### src/rtl/burst_seq_pkg.sv
package burst_seq_pkg;

    // Position of the beat counter inside a burst.
    typedef enum logic [1:0] {
        PH_FIRST = 2'd0,
        PH_MID   = 2'd1,
        PH_LAST  = 2'd2
    } phase_e;

    // Address order applied to the beat count.
    typedef enum logic {
        ORD_LINEAR = 1'b0,
        ORD_XOR    = 1'b1
    } order_e;

endpackage

### src/rtl/burst_seq_beat_fsm.sv
module burst_seq_beat_fsm
    import burst_seq_pkg::*;
#(
    parameter int BURST_W = 2
) (
    input  logic               clk,
    input  logic               rst,
    input  logic               load_i,
    input  logic               adv_i,
    output logic [BURST_W-1:0] beat_o,
    output logic               at_last_o
);
    localparam logic [BURST_W-1:0] BEAT_MAX = '1;

    phase_e             phase_q, phase_d;
    logic [BURST_W-1:0] beat_q, beat_d;

    // State register.
    always_ff @(posedge clk) begin
        if (rst) begin
            phase_q <= PH_FIRST;
            beat_q  <= '0;
        end else begin
            phase_q <= phase_d;
            beat_q  <= beat_d;
        end
    end

    // Transitions: LOAD beats STEP, STEP beats HOLD.
    always_comb begin
        phase_d = phase_q;
        beat_d  = beat_q;
        if (load_i) begin
            phase_d = PH_FIRST;
            beat_d  = '0;
        end else if (adv_i) begin
            beat_d = beat_q + 1'b1;
            unique case (phase_q)
                PH_FIRST: phase_d = (beat_d == BEAT_MAX) ? PH_LAST : PH_MID;
                PH_MID:   phase_d = (beat_d == BEAT_MAX) ? PH_LAST : PH_MID;
                PH_LAST:  phase_d = PH_FIRST;
                default:  phase_d = PH_FIRST;
            endcase
        end
    end

    // Outputs.
    always_comb begin
        beat_o    = beat_q;
        at_last_o = (phase_q == PH_LAST);
    end

endmodule

### src/rtl/burst_seq_capture.sv
module burst_seq_capture #(
    parameter int ADDR_W  = 32,
    parameter int BURST_W = 2
) (
    input  logic                      clk,
    input  logic                      rst,
    input  logic                      load_i,
    input  logic [ADDR_W-1:0]         addr_i,
    output logic [BURST_W-1:0]        start_o,
    output logic [ADDR_W-BURST_W-1:0] upper_o
);
    logic [ADDR_W-1:0] addr_q;

    always_ff @(posedge clk) begin
        if (rst) begin
            addr_q <= '0;
        end else if (load_i) begin
            addr_q <= addr_i;
        end
    end

    always_comb begin
        start_o = addr_q[BURST_W-1:0];
        upper_o = addr_q[ADDR_W-1:BURST_W];
    end

endmodule

### src/rtl/burst_seq_order_map.sv
module burst_seq_order_map
    import burst_seq_pkg::*;
#(
    parameter int BURST_W = 2
) (
    input  order_e             order_i,
    input  logic [BURST_W-1:0] start_i,
    input  logic [BURST_W-1:0] beat_i,
    output logic [BURST_W-1:0] low_o
);
    logic [BURST_W-1:0] lin_w;
    logic [BURST_W-1:0] xor_w;

    assign lin_w = start_i + beat_i;

    // Bitwise toggle of the start value by the beat count.
    for (genvar b = 0; b < BURST_W; b++) begin : g_xor
        assign xor_w[b] = start_i[b] ^ beat_i[b];
    end

    always_comb begin
        unique case (order_i)
            ORD_LINEAR: low_o = lin_w;
            ORD_XOR:    low_o = xor_w;
            default:    low_o = xor_w;
        endcase
    end

endmodule

### src/rtl/burst_seq.sv
module burst_seq
    import burst_seq_pkg::*;
#(
    parameter int ADDR_W  = 32,
    parameter int BURST_W = 2
) (
    input  logic              clk,
    input  logic              rst,
    input  logic              mode_i,
    input  logic              load_i,
    input  logic              adv_i,
    input  logic [ADDR_W-1:0] addr_i,
    output logic [ADDR_W-1:0] addr_o,
    output logic              last_o
);
    localparam int UP_W = ADDR_W - BURST_W;

    order_e             order_w;
    logic [BURST_W-1:0] beat_w;
    logic               at_last_w;
    logic [BURST_W-1:0] start_w;
    logic [UP_W-1:0]    upper_w;
    logic [BURST_W-1:0] low_w;

    // An undriven or unknown mode falls to the interleaved order.
    assign order_w = (mode_i !== 1'b0) ? ORD_XOR : ORD_LINEAR;

    burst_seq_beat_fsm #(.BURST_W(BURST_W)) u_fsm (
        .clk       (clk),
        .rst       (rst),
        .load_i    (load_i),
        .adv_i     (adv_i),
        .beat_o    (beat_w),
        .at_last_o (at_last_w)
    );

    burst_seq_capture #(.ADDR_W(ADDR_W), .BURST_W(BURST_W)) u_cap (
        .clk     (clk),
        .rst     (rst),
        .load_i  (load_i),
        .addr_i  (addr_i),
        .start_o (start_w),
        .upper_o (upper_w)
    );

    burst_seq_order_map #(.BURST_W(BURST_W)) u_map (
        .order_i (order_w),
        .start_i (start_w),
        .beat_i  (beat_w),
        .low_o   (low_w)
    );

    // The first address of a burst reaches the core in its load cycle.
    always_comb begin
        if (load_i) begin
            addr_o = addr_i;
            last_o = 1'b0;
        end else begin
            addr_o = {upper_w, low_w};
            last_o = at_last_w;
        end
    end

endmodule

### config.mk
export PLATFORM = sky130hd
export DESIGN_NAME = burst_seq
export DESIGN_NICKNAME = d
export VERILOG_FILES = /design/src/rtl/burst_seq_pkg.sv /design/src/rtl/burst_seq_beat_fsm.sv /design/src/rtl/burst_seq_capture.sv /design/src/rtl/burst_seq_order_map.sv /design/src/rtl/burst_seq.sv
export SDC_FILE = /design/constraint.sdc
export NUM_CORES = 1
export LEC_CHECK = 0
export ABC_AREA = 1
export BUFFER_PORTS_ARGS = -buffer_cell sky130_fd_sc_hd__buf_2
export CAP_MARGIN = 20
export CORE_MARGIN = 2
export CORE_UTILIZATION = 41
export DETAILED_ROUTE_END_ITERATION = 6
export PLACE_DENSITY = 0.75
export SLEW_MARGIN = 20
export SYNTH_ARGS = -nofsm -noshare
export SYNTH_HDL_FRONTEND = slang
export SYNTH_SLANG_ARGS = --single-unit
### constraint.sdc
create_clock -name clk -period 0.9 [get_ports clk]
set_input_delay 0.045 -clock clk [delete_from_list [all_inputs] [get_ports clk]]
set_output_delay 0.045 -clock clk [all_outputs]
set_load 0.01 [all_outputs]
==> impl_metrics.env, run 1 <==
export IMPL_cts_inserted_buffers=5
export IMPL_synthTopCellsByArea="dfxtp_1 49%, nand2_1 27%, a21oi_1 11%"
export IMPL_globalplace_congestion=0.705
export IMPL_synth_compound_area_share_pct=12.8
export IMPL_finalHoldViolCount=28
export IMPL_drive_gt1_share_pct=40.1
export IMPL_r2r_cells=4
export IMPL_p_total_mw=3.04
export IMPL_r2r_end="u_fsm.beat_o[1]"
export IMPL_dieArea_um2=4110
export IMPL_crit_required_ns=0.85
export IMPL_vias=1531
export IMPL_clock_path_buffers=2
export IMPL_relSlewSlack_pct=79.8
export IMPL_n_fill_cell=326
export IMPL_multi_input_area_um2=679
export IMPL_rrSetupSlack_ns=-0.13
export IMPL_rsz0062_at_grt="yes"
export IMPL_drt_wl_total_mm=3.32
export IMPL_crit_slowest_cell="dfxtp_2"
export IMPL_synthAdderAreaFrac_pct=1.69
export IMPL_tritoncts="done"
export IMPL_hp_start="addr_i[23]"
export IMPL_regArea_um2=743
export IMPL_wl_per_cell_um=9.96
export IMPL_synth_top_family_by_area="simple AND/OR/NAND/NOR gates"
export IMPL_grt_first_pass_wirelength_mm=5.31
export IMPL_syn_area_per_cell_um2=7.19
export IMPL_regToRegStartpoint="u_fsm.beat_o[0]"
export IMPL_synth_simple_area_share_pct=29.3
export IMPL_fmax_mhz=776
export IMPL_grt_max_degree=34
export IMPL_synth_cell_types=16
export IMPL_fin_crit_sh_pct=143
export IMPL_synth_top_area_cell="dfxtp_1"
export IMPL_finalClockSkew_ns=0.00480
export IMPL_final_nets=326
export IMPL_postSynthCellCount=206
export IMPL_drc=0
export IMPL_setup_ws_ns=-0.388
export IMPL_yosysMostFrequentCell="nand2_1"
export IMPL_grt_pass1_vias=1297
export IMPL_critPathKind="reg2out"
export IMPL_dp_hpwl_mm=2.38
export IMPL_cts_sinks=36
export IMPL_ys_flop_type="dfxtp_1"
export IMPL_synthXorXnorAreaFrac_pct=0
export IMPL_syn_area_um2=1480
export IMPL_synth_edf_count=0
export IMPL_min_period_ns=1.29
export IMPL_diodes=0
export IMPL_drv_cap=0
export IMPL_drtPass1Iterations=4
export IMPL_status="finished, violations left"
export IMPL_start_util_pct=43.7
export IMPL_hold_path_end="u_cap.addr_q[23]"
export IMPL_max_stage_delay_ns=0.35
export IMPL_violations="negative hold slack, negative setup slack"
export IMPL_fp_dieH_um=64.1
export IMPL_dieWidth_um=64.1
export IMPL_synth_top_area_share_pct=48.7
export IMPL_overflow=0
export IMPL_hold_path_class="in2reg"
export IMPL_whs_path_depth=3
export IMPL_track_usage_pct=16.7
export IMPL_cp_end_kind="output pin"
export IMPL_fp_row_count=21
export IMPL_core_area_um2=3390
export IMPL_tightestPinTransition_ns=0.304
export IMPL_clk_pin_slew_worst_paths_ns=0.09
export IMPL_area_delta_synth_final_pct=38.0
export IMPL_synth_nets=245
export IMPL_ir_worst_vdd_mv=1.10
export IMPL_cpMostUsedCell="nand3_1"
export IMPL_ys_top_cells_by_count="106 x nand2_1, 36 x dfxtp_1, 34 x a21oi_1, 7 x inv_1, 5 x buf_4"
export IMPL_p_leak_nw=1.10
export IMPL_vias_per_cell=4.60
export IMPL_synth_seq_area_share_pct=48.7
export IMPL_drt_iter0_drc=38
export IMPL_postRouteAntennaNets=0
export IMPL_port_buffers=69
export IMPL_yosysWarnings=0
export IMPL_hold_ws_ns=-0.0292
export IMPL_async_reset_ff_share_pct=0
export IMPL_crit_chain="ha_4, nand2_4, nand3_1, nand3_1, nand2_1, buf_2"
export IMPL_slew_viol_final=0
export IMPL_cts_root_buf="clkbuf_4"
export IMPL_cts_hold_buf=5
export IMPL_muxShareOfSynthArea_pct=0
export IMPL_power_density_nw_per_um2=1490
export IMPL_cts_htree_levels=2
export IMPL_clock_latency_ns=0.33
export IMPL_antenna_found_initial=0
export IMPL_setup_violations_final=36
export IMPL_cp_start_kind="flop"
export IMPL_critical_path_peak_fanout=2
export IMPL_synth_ff_latch_count=36
export IMPL_io_pins=70
export IMPL_cp_data_arrival_time_ns=1.24
-- metal layers --
metal  global-route usage (%)  vias to the layer above  part of all wire (%)
met1                     19.1                      664                    44
met5                        0                        -                     0
met3                     5.81                        7                   6.4
met2                     28.0                       44                    48
li1                         -                      816                     -
met4                     7.61                        0                   1.6
-- registers in the layout, indices dropped and copies added (netlist names) --
name           cells
u_fsm.beat_o       2
u_cap.addr_q      32
u_fsm.phase_q      2
-- worst max-delay path, delay by kind of cell (launching register included) --
family,cells,cell delay (ns)
simple gates,4,0.28
buf+inv,1,0.13
flops,1,0.35
fa+ha+maj,1,0.16
-- cell usage in the layout, fill, tap and decap left out --
cell,Yosys,layout
a21oi_1,34,33
dfxtp_2,0,18
inv_1,7,4
ha_4,0,1
nor3_2,0,1
nand2_1,106,105
nand2_4,0,1
ha_2,0,1
clkinv_2,0,1
dfxtp_1,36,18
inv_2,0,3
clkbuf_4,0,5
or2_4,1,1
inv_4,1,1
a211oi_2,1,1
nor2_1,2,2
a21oi_2,0,1
buf_4,5,11
nand3_1,3,3
o22ai_1,1,1
buf_6,2,1
dlygate4sd3_1,0,5
clkbuf_1,1,1
buf_2,3,68
-- final cells by class --
cell class,count,area share (%)
clock inverter,1,0.245
timing repair buffer,85,23.7
sequential,36,36.4
clock buffer,6,2.02
inverter,8,1.59
multi-input combinational,151,33.3
tap,46,2.82
-- timing repair --
| item | CTS | global route |
|---|---|---|
| setup buffers | 2 | 3 |
| endpoints found under the setup margin | 35 | 38 |
| pin swaps | 6 | 6 |
| hold endpoints to repair | 33 | 22 |
| resized for setup | 9 | 19 |
-- power breakdown --
group	leakage (nW)	internal, mW	switching [mW]
combinational	0.773	0.259	0.311
clock	0.0281	0.287	0.473
sequential	0.303	1.68	0.0260
-- cell families after synthesis --
group / Yosys count
DFF: 36
adders and majority gates: 2
and+or+nand+nor: 113
buffers and inverters: 19
AOI/OAI and AO/OA: 36
-- through the flow --
step                cells  setup slack, ns  utilization, %  cell area [µm²]  setup TNS, ns
CTS                   330           -0.373            58.6             1990          -3.01
global route          333           -0.470            60.3             2040          -5.20
finish                333           -0.388            60.3             2040          -2.51
floorplan             206          0.00220               -             1480              0
global placement      316          -0.0350            54.6             1850        -0.0465
detailed placement    316          -0.0464            54.6             1850        -0.0828
-- worst max-delay path by stage --
stage	startpoint	endpoint	cells after the start
floorplan	u_fsm.beat_o[0]	u_fsm.beat_o[1]	3
global placement	u_fsm.beat_o[0]	addr_o[1]	7
detailed placement	u_fsm.beat_o[0]	addr_o[1]	7
CTS	u_cap.addr_q[0]	addr_o[1]	6
global route	u_cap.addr_q[1]	addr_o[1]	7
finish	u_cap.addr_q[0]	addr_o[1]	6
No activity file was read; power rests on OpenSTA's default activity.
==> run 2: changes to the inputs <==
--- a/config.mk
+++ b/config.mk
@@ -9,9 +9,9 @@
 export BUFFER_PORTS_ARGS = -buffer_cell sky130_fd_sc_hd__buf_2
 export CAP_MARGIN = 20
 export CORE_MARGIN = 2
-export CORE_UTILIZATION = 41
+export CORE_UTILIZATION = 49
 export DETAILED_ROUTE_END_ITERATION = 6
-export PLACE_DENSITY = 0.75
+export PLACE_DENSITY = 0.84
 export SLEW_MARGIN = 20
 export SYNTH_ARGS = -nofsm -noshare
 export SYNTH_HDL_FRONTEND = slang
==> constraint.sdc (replaced) <==
create_clock -name clk -period 1.5 [get_ports clk]
set_input_delay 0.075 -clock clk [delete_from_list [all_inputs] [get_ports clk]]
set_output_delay 0.075 -clock clk [all_outputs]
set_load 0.01 [all_outputs]
==> run 2 against run 1 <==
- the flow finishes with violations (design-rule violations, negative hold slack)
- die area is 15% lower
- via count is 2.9% higher
- non-clock buffer count is 12 higher
- flip-flop and latch count stayed put
- combinational power is 36% lower
- wire length is 6.7% higher
- first-iteration DRC count is 74% higher
- worst setup slack better by 0.53 ns
- count of clock-buffer cells in the layout stayed put
- clock skew is 0.0022 ns higher
==> impl_metrics.env, run 2 (same netlist as run 1, synthesis figures left out) <==
export IMPL_fin_crit_sh_pct=90.6
export IMPL_cts_sinks=36
export IMPL_tightestPinTransition_ns=0.341
export IMPL_vias=1576
export IMPL_final_cell_mix="106 x nand2_1, 69 x buf_2, 36 x dfxtp_1"
export IMPL_clk_pin_slew_worst_paths_ns=0.11
export IMPL_overflow=0
export IMPL_antenna_found_initial=0
export IMPL_regArea_um2=721
export IMPL_finalClockSkew_ns=0.00700
export IMPL_vias_per_cell=4.76
export IMPL_status="finished, violations left"
export IMPL_cts_resized=0
export IMPL_p_leak_nw=1.15
export IMPL_cts_setup_buffers=0
export IMPL_fp_dieH_um=59.0
export IMPL_tritoncts="done"
export IMPL_cts_inserted_buffers=5
export IMPL_grt_max_degree=34
export IMPL_wl_per_cell_um=10.7
export IMPL_crit_start="u_fsm.beat_o[0]"
export IMPL_fin_tns_setup_ns=0
export IMPL_drc=5
export IMPL_cts_root_buf="clkbuf_4"
export IMPL_diodes=0
export IMPL_critPathKind="reg2out"
export IMPL_drt_wl_total_mm=3.54
export IMPL_final_nets=338
export IMPL_dieWidth_um=59.0
export IMPL_drive_gt1_share_pct=27.7
export IMPL_fmax_mhz=736
export IMPL_mostFrequentLayoutCell="nand2_1"
export IMPL_slew_viol_final=0
export IMPL_hp_start="addr_i[22]"
export IMPL_globalplace_congestion=0.727
export IMPL_io_pins=70
export IMPL_port_buffers=69
export IMPL_multi_input_area_um2=648
export IMPL_ir_worst_vdd_mv=0.781
export IMPL_hold_ws_ns=-0.00325
export IMPL_dp_hpwl_mm=2.19
export IMPL_fp_row_count=19
export IMPL_critical_path_peak_fanout=3
export IMPL_finalHoldViolCount=1
export IMPL_p_total_mw=1.93
export IMPL_cp_start_kind="flop"
export IMPL_violations="design-rule violations, negative hold slack"
export IMPL_crit_required_ns=1.42
export IMPL_grt_first_pass_wirelength_mm=5.71
export IMPL_track_usage_pct=22.2
export IMPL_min_period_ns=1.36
export IMPL_power_density_nw_per_um2=912
export IMPL_drt_iter0_drc=66
export IMPL_hold_path_class="in2reg"
export IMPL_regToRegStartpoint="u_fsm.beat_o[0]"
export IMPL_relSlewSlack_pct=77.3
export IMPL_grt_pass1_vias=1414
export IMPL_cts_htree_levels=2
export IMPL_clock_path_buffers=2
export IMPL_cts_hold_buf=24
export IMPL_cp_data_arrival_time_ns=1.28
export IMPL_clock_latency_ns=0.34
export IMPL_dieArea_um2=3480
export IMPL_largest_register_ffs=32
export IMPL_n_fill_cell=221
export IMPL_start_util_pct=52.8
export IMPL_drv_cap=0
export IMPL_largest_register="u_cap.addr_q"
export IMPL_core_area_um2=2810
export IMPL_drtPass1Iterations=6
export IMPL_area_delta_synth_final_pct=43.2
export IMPL_postRouteAntennaNets=0
export IMPL_cp_end_kind="output pin"
export IMPL_rsz0062_at_grt="no"
export IMPL_setup_violations_final=0
==> run 2: cell types whose count changed in the layout (fill, tap and decap cells not counted), moves of 3 or more <==
cell / previous run / this run
dlygate4sd3_1: 5 / 25
dfxtp_1: 18 / 36
dfxtp_2: 18 / 0
inv_1: 4 / 7
inv_2: 3 / 0
buf_4: 11 / 3
==> run 2: worst paths after layout <==
path / depth (start not counted) / endpoint / slack [ns]
setup reg to reg: 3 / u_fsm.beat_o[1] / 0.51
setup / recovery: 7 / addr_o[1] / 0.14
hold / removal: 3 / u_cap.addr_q[22] / -0.003
hold reg to reg: 2 / u_cap.addr_q[24] / 0.47
==> run 2: power by group <==
group | leakage (nW) | switching [mW] | internal (mW)
Clock | 0.0380 | 0.321 | 0.223
Combinational | 0.817 | 0.192 | 0.176
Sequential | 0.297 | 0.0152 | 1.01
==> run 2: layout make-up <==
type	instances	area share, %
Sequential cell	36	34.0
Multi-Input combinational cell	151	30.6
Timing Repair Buffer	97	29.2
Clock buffer	6	2.42
Tap cell	31	1.83
Inverter	8	1.53
Clock inverter	2	0.472
==> run 2: per-stage QoR <==
stage / util (%) / worst slack, ns / area, µm² / hold slack (ns) / cells
after global routing: 75.6 / 0.0411 / 2120 / 0.000448 / 331
after CTS: 75.2 / 0.125 / 2110 / 0.000760 / 330
final: 75.6 / 0.141 / 2120 / -0.00325 / 331
after floorplan: - / 0.563 / 1480 / 0.161 / 206
after detailed placement: 64.5 / 0.499 / 1810 / 0.348 / 298
after global placement: 64.5 / 0.510 / 1810 / 0.343 / 298
==> run 2: routing by layer <==
| layer | up-vias | part of all wire [%] | GRT usage [%] |
|---|---|---|---|
| li1 | 837 | - | - |
| met1 | 684 | 41 | 23.0 |
| met2 | 47 | 50 | 40.3 |
| met3 | 8 | 6.8 | 7.47 |
| met4 | 0 | 2.2 | 9.74 |
| met5 | - | 0 | 0 |
==> run 2: critical path, cell delays in order, from the launching register on <==
cell and delay (ns):
dfxtp_1 0.34, ha_1 0.19, nand2_1 0.08, inv_1 0.04, nand2_1 0.05, nand3_1 0.06, nand2_1 0.06, buf_2 0.13
==> run 3: changes to the inputs <==
--- a/config.mk
+++ b/config.mk
@@ -6,7 +6,7 @@
 export NUM_CORES = 1
 export LEC_CHECK = 0
 export ABC_AREA = 1
-export BUFFER_PORTS_ARGS = -buffer_cell sky130_fd_sc_hd__buf_2
+export BUFFER_PORTS_ARGS = -buffer_cell sky130_fd_sc_hd__buf_4
 export CAP_MARGIN = 20
 export CORE_MARGIN = 2
 export CORE_UTILIZATION = 49
==> run 3 against run 2 <==
- the flow finishes with violations (design-rule violations)
- final cell count fell by 8.2%
- worst setup slack got worse by 0.019 ns
- power is 0.85% lower
- highest routed layer unchanged
==> impl_metrics.env, run 3 (same netlist as run 1, synthesis figures left out) <==
export IMPL_regToRegStartpoint="u_fsm.beat_o[0]"
export IMPL_relSlewSlack_pct=75.9
export IMPL_multi_input_area_um2=648
export IMPL_cts_sinks=36
export IMPL_crit_chain="ha_1, nand2_1, nand3_1, nand3_1, nand2_1, buf_4"
export IMPL_p_leak_nw=1.08
export IMPL_largest_register_ffs=32
export IMPL_setup_violations_final=0
export IMPL_dieArea_um2=3480
export IMPL_vias=1468
export IMPL_drtPass1Iterations=6
export IMPL_critical_path_peak_fanout=3
export IMPL_fin_crit_sh_pct=91.9
export IMPL_top_layer="met4"
export IMPL_track_usage_pct=19.3
export IMPL_fin_tns_setup_ns=0
export IMPL_cts_root_buf="clkbuf_4"
export IMPL_clk_pin_slew_worst_paths_ns=0.11
export IMPL_fp_row_count=19
export IMPL_clock_path_buffers=2
export IMPL_r2r_end="u_fsm.beat_o[1]"
export IMPL_drv_cap=0
export IMPL_max_stage_delay_ns=0.34
export IMPL_grt_pass1_vias=1245
export IMPL_fmax_mhz=726
export IMPL_dpl_instance_area_um2=1960
export IMPL_grt_max_degree=36
export IMPL_wl_met1_mm=1.41
export IMPL_vias_per_cell=4.83
export IMPL_n_fill_cell=252
export IMPL_r2r_cells=3
export IMPL_wl_met3_um=230
export IMPL_crit_slowest_cell="dfxtp_1"
export IMPL_drt_wl_total_mm=3.19
export IMPL_hold_path_class="in2reg"
export IMPL_rrSetupSlack_ns=0.49
export IMPL_cp_end_kind="output pin"
export IMPL_largest_register="u_cap.addr_q"
export IMPL_hp_start="addr_i[13]"
export IMPL_drive_gt1_share_pct=29.3
export IMPL_crit_required_ns=1.42
export IMPL_cp_start_kind="flop"
export IMPL_rsz0062_at_grt="no"
export IMPL_diodes=0
export IMPL_min_period_ns=1.38
export IMPL_cts_inserted_buffers=5
export IMPL_mostFrequentLayoutCell="nand2_1"
export IMPL_fp_dieH_um=59.0
export IMPL_ir_worst_vdd_mv=0.686
export IMPL_setup_ws_ns=0.122
export IMPL_tritoncts="done"
export IMPL_critPathKind="reg2out"
export IMPL_violations="design-rule violations"
export IMPL_route_met2_wl_mm=1.51
export IMPL_power_density_nw_per_um2=944
export IMPL_status="finished, violations left"
export IMPL_cts_htree_levels=2
export IMPL_wl_per_cell_um=10.5
export IMPL_drt_iter0_drc=80
export IMPL_clock_latency_ns=0.33
export IMPL_dieWidth_um=59.0
export IMPL_globalplace_congestion=0.770
export IMPL_final_cell_mix="106 x nand2_1, 69 x buf_4, 36 x dfxtp_1"
export IMPL_dp_hpwl_mm=2.21
export IMPL_final_nets=311
export IMPL_cts_resized=0
export IMPL_drc=5
export IMPL_cp_data_arrival_time_ns=1.30
export IMPL_port_buffers=69
export IMPL_slew_viol_final=0
export IMPL_grt_first_pass_wirelength_mm=5.10
export IMPL_regArea_um2=721
export IMPL_finalClockSkew_ns=0.000277
export IMPL_final_util_pct=72.3
export IMPL_preCtsSetupSlack_ns=0.460
export IMPL_core_area_um2=2810
export IMPL_postRouteAntennaNets=0
export IMPL_whs_path_depth=3
export IMPL_finalHoldViolCount=0
export IMPL_hold_path_end="u_cap.addr_q[13]"
export IMPL_overflow=0
export IMPL_io_pins=70
export IMPL_start_util_pct=52.8
export IMPL_antenna_found_initial=0
export IMPL_fin_area_um2=2030
export IMPL_area_delta_synth_final_pct=37.1
export IMPL_tightestPinTransition_ns=0.362
## run 3: per-stage QoR
step / hold slack, ns / power (mW) / instances
after floorplan: 0.161 / 1.23 / 206
after global placement: 0.304 / 1.41 / 295
after detailed placement: 0.305 / 1.41 / 295
after CTS: 0.00469 / 1.93 / 304
after global routing: 0.0124 / 2.01 / 304
final: 0.0100 / 1.92 / 304
## run 3: timing repair
| item | CTS | global route |
|---|---|---|
| hold buffers | 1 | 0 |
| endpoints found under the hold margin | 1 | 0 |
| setup buffers | 0 | 0 |
## run 3: cell type report
cell class	count	share of cell area (%)
multi-input combinational	151	31.9
clock inverter	2	0.493
tap	31	1.91
timing repair buffer	70	26.0
clock buffer	6	2.53
inverter	8	1.60
sequential	36	35.5
## run 3: how the worst max path moves through the flow
| stage | slack (ns) | cells past startpoint | endpoint | startpoint |
|---|---|---|---|---|
| 5_1_grt | 0.04 | 7 | addr_o[1] | u_fsm.beat_o[0] |
| 2_1_floorplan | 0.56 | 3 | u_fsm.beat_o[1] | u_fsm.beat_o[0] |
| 3_3_place_gp | 0.46 | 5 | addr_o[10] | load_i |
| 4_1_cts | 0.11 | 6 | addr_o[1] | u_fsm.beat_o[0] |
| 3_5_place_dp | 0.46 | 5 | addr_o[17] | load_i |
| 6_report | 0.12 | 6 | addr_o[1] | u_fsm.beat_o[0] |
## run 3: power by group
group	internal, mW	switching [mW]
registers	1.01	0.0145
logic	0.189	0.183
clock network	0.223	0.301
total	1.42	0.498
## run 3: worst max-delay path: cells and delay by family (launching register included)
kind,cells,cell delay (ns)
DFF,1,0.34
and+or+nand+nor,4,0.29
adders and majority gates,1,0.20
buffers and inverters,1,0.14
## run 3: routing by layer
layer | GRT usage [%] | vias up
li1 | - | 784
met1 | 23.1 | 631
met2 | 32.1 | 48
met3 | 5.27 | 5
met4 | 8.77 | 0
met5 | 0 | -
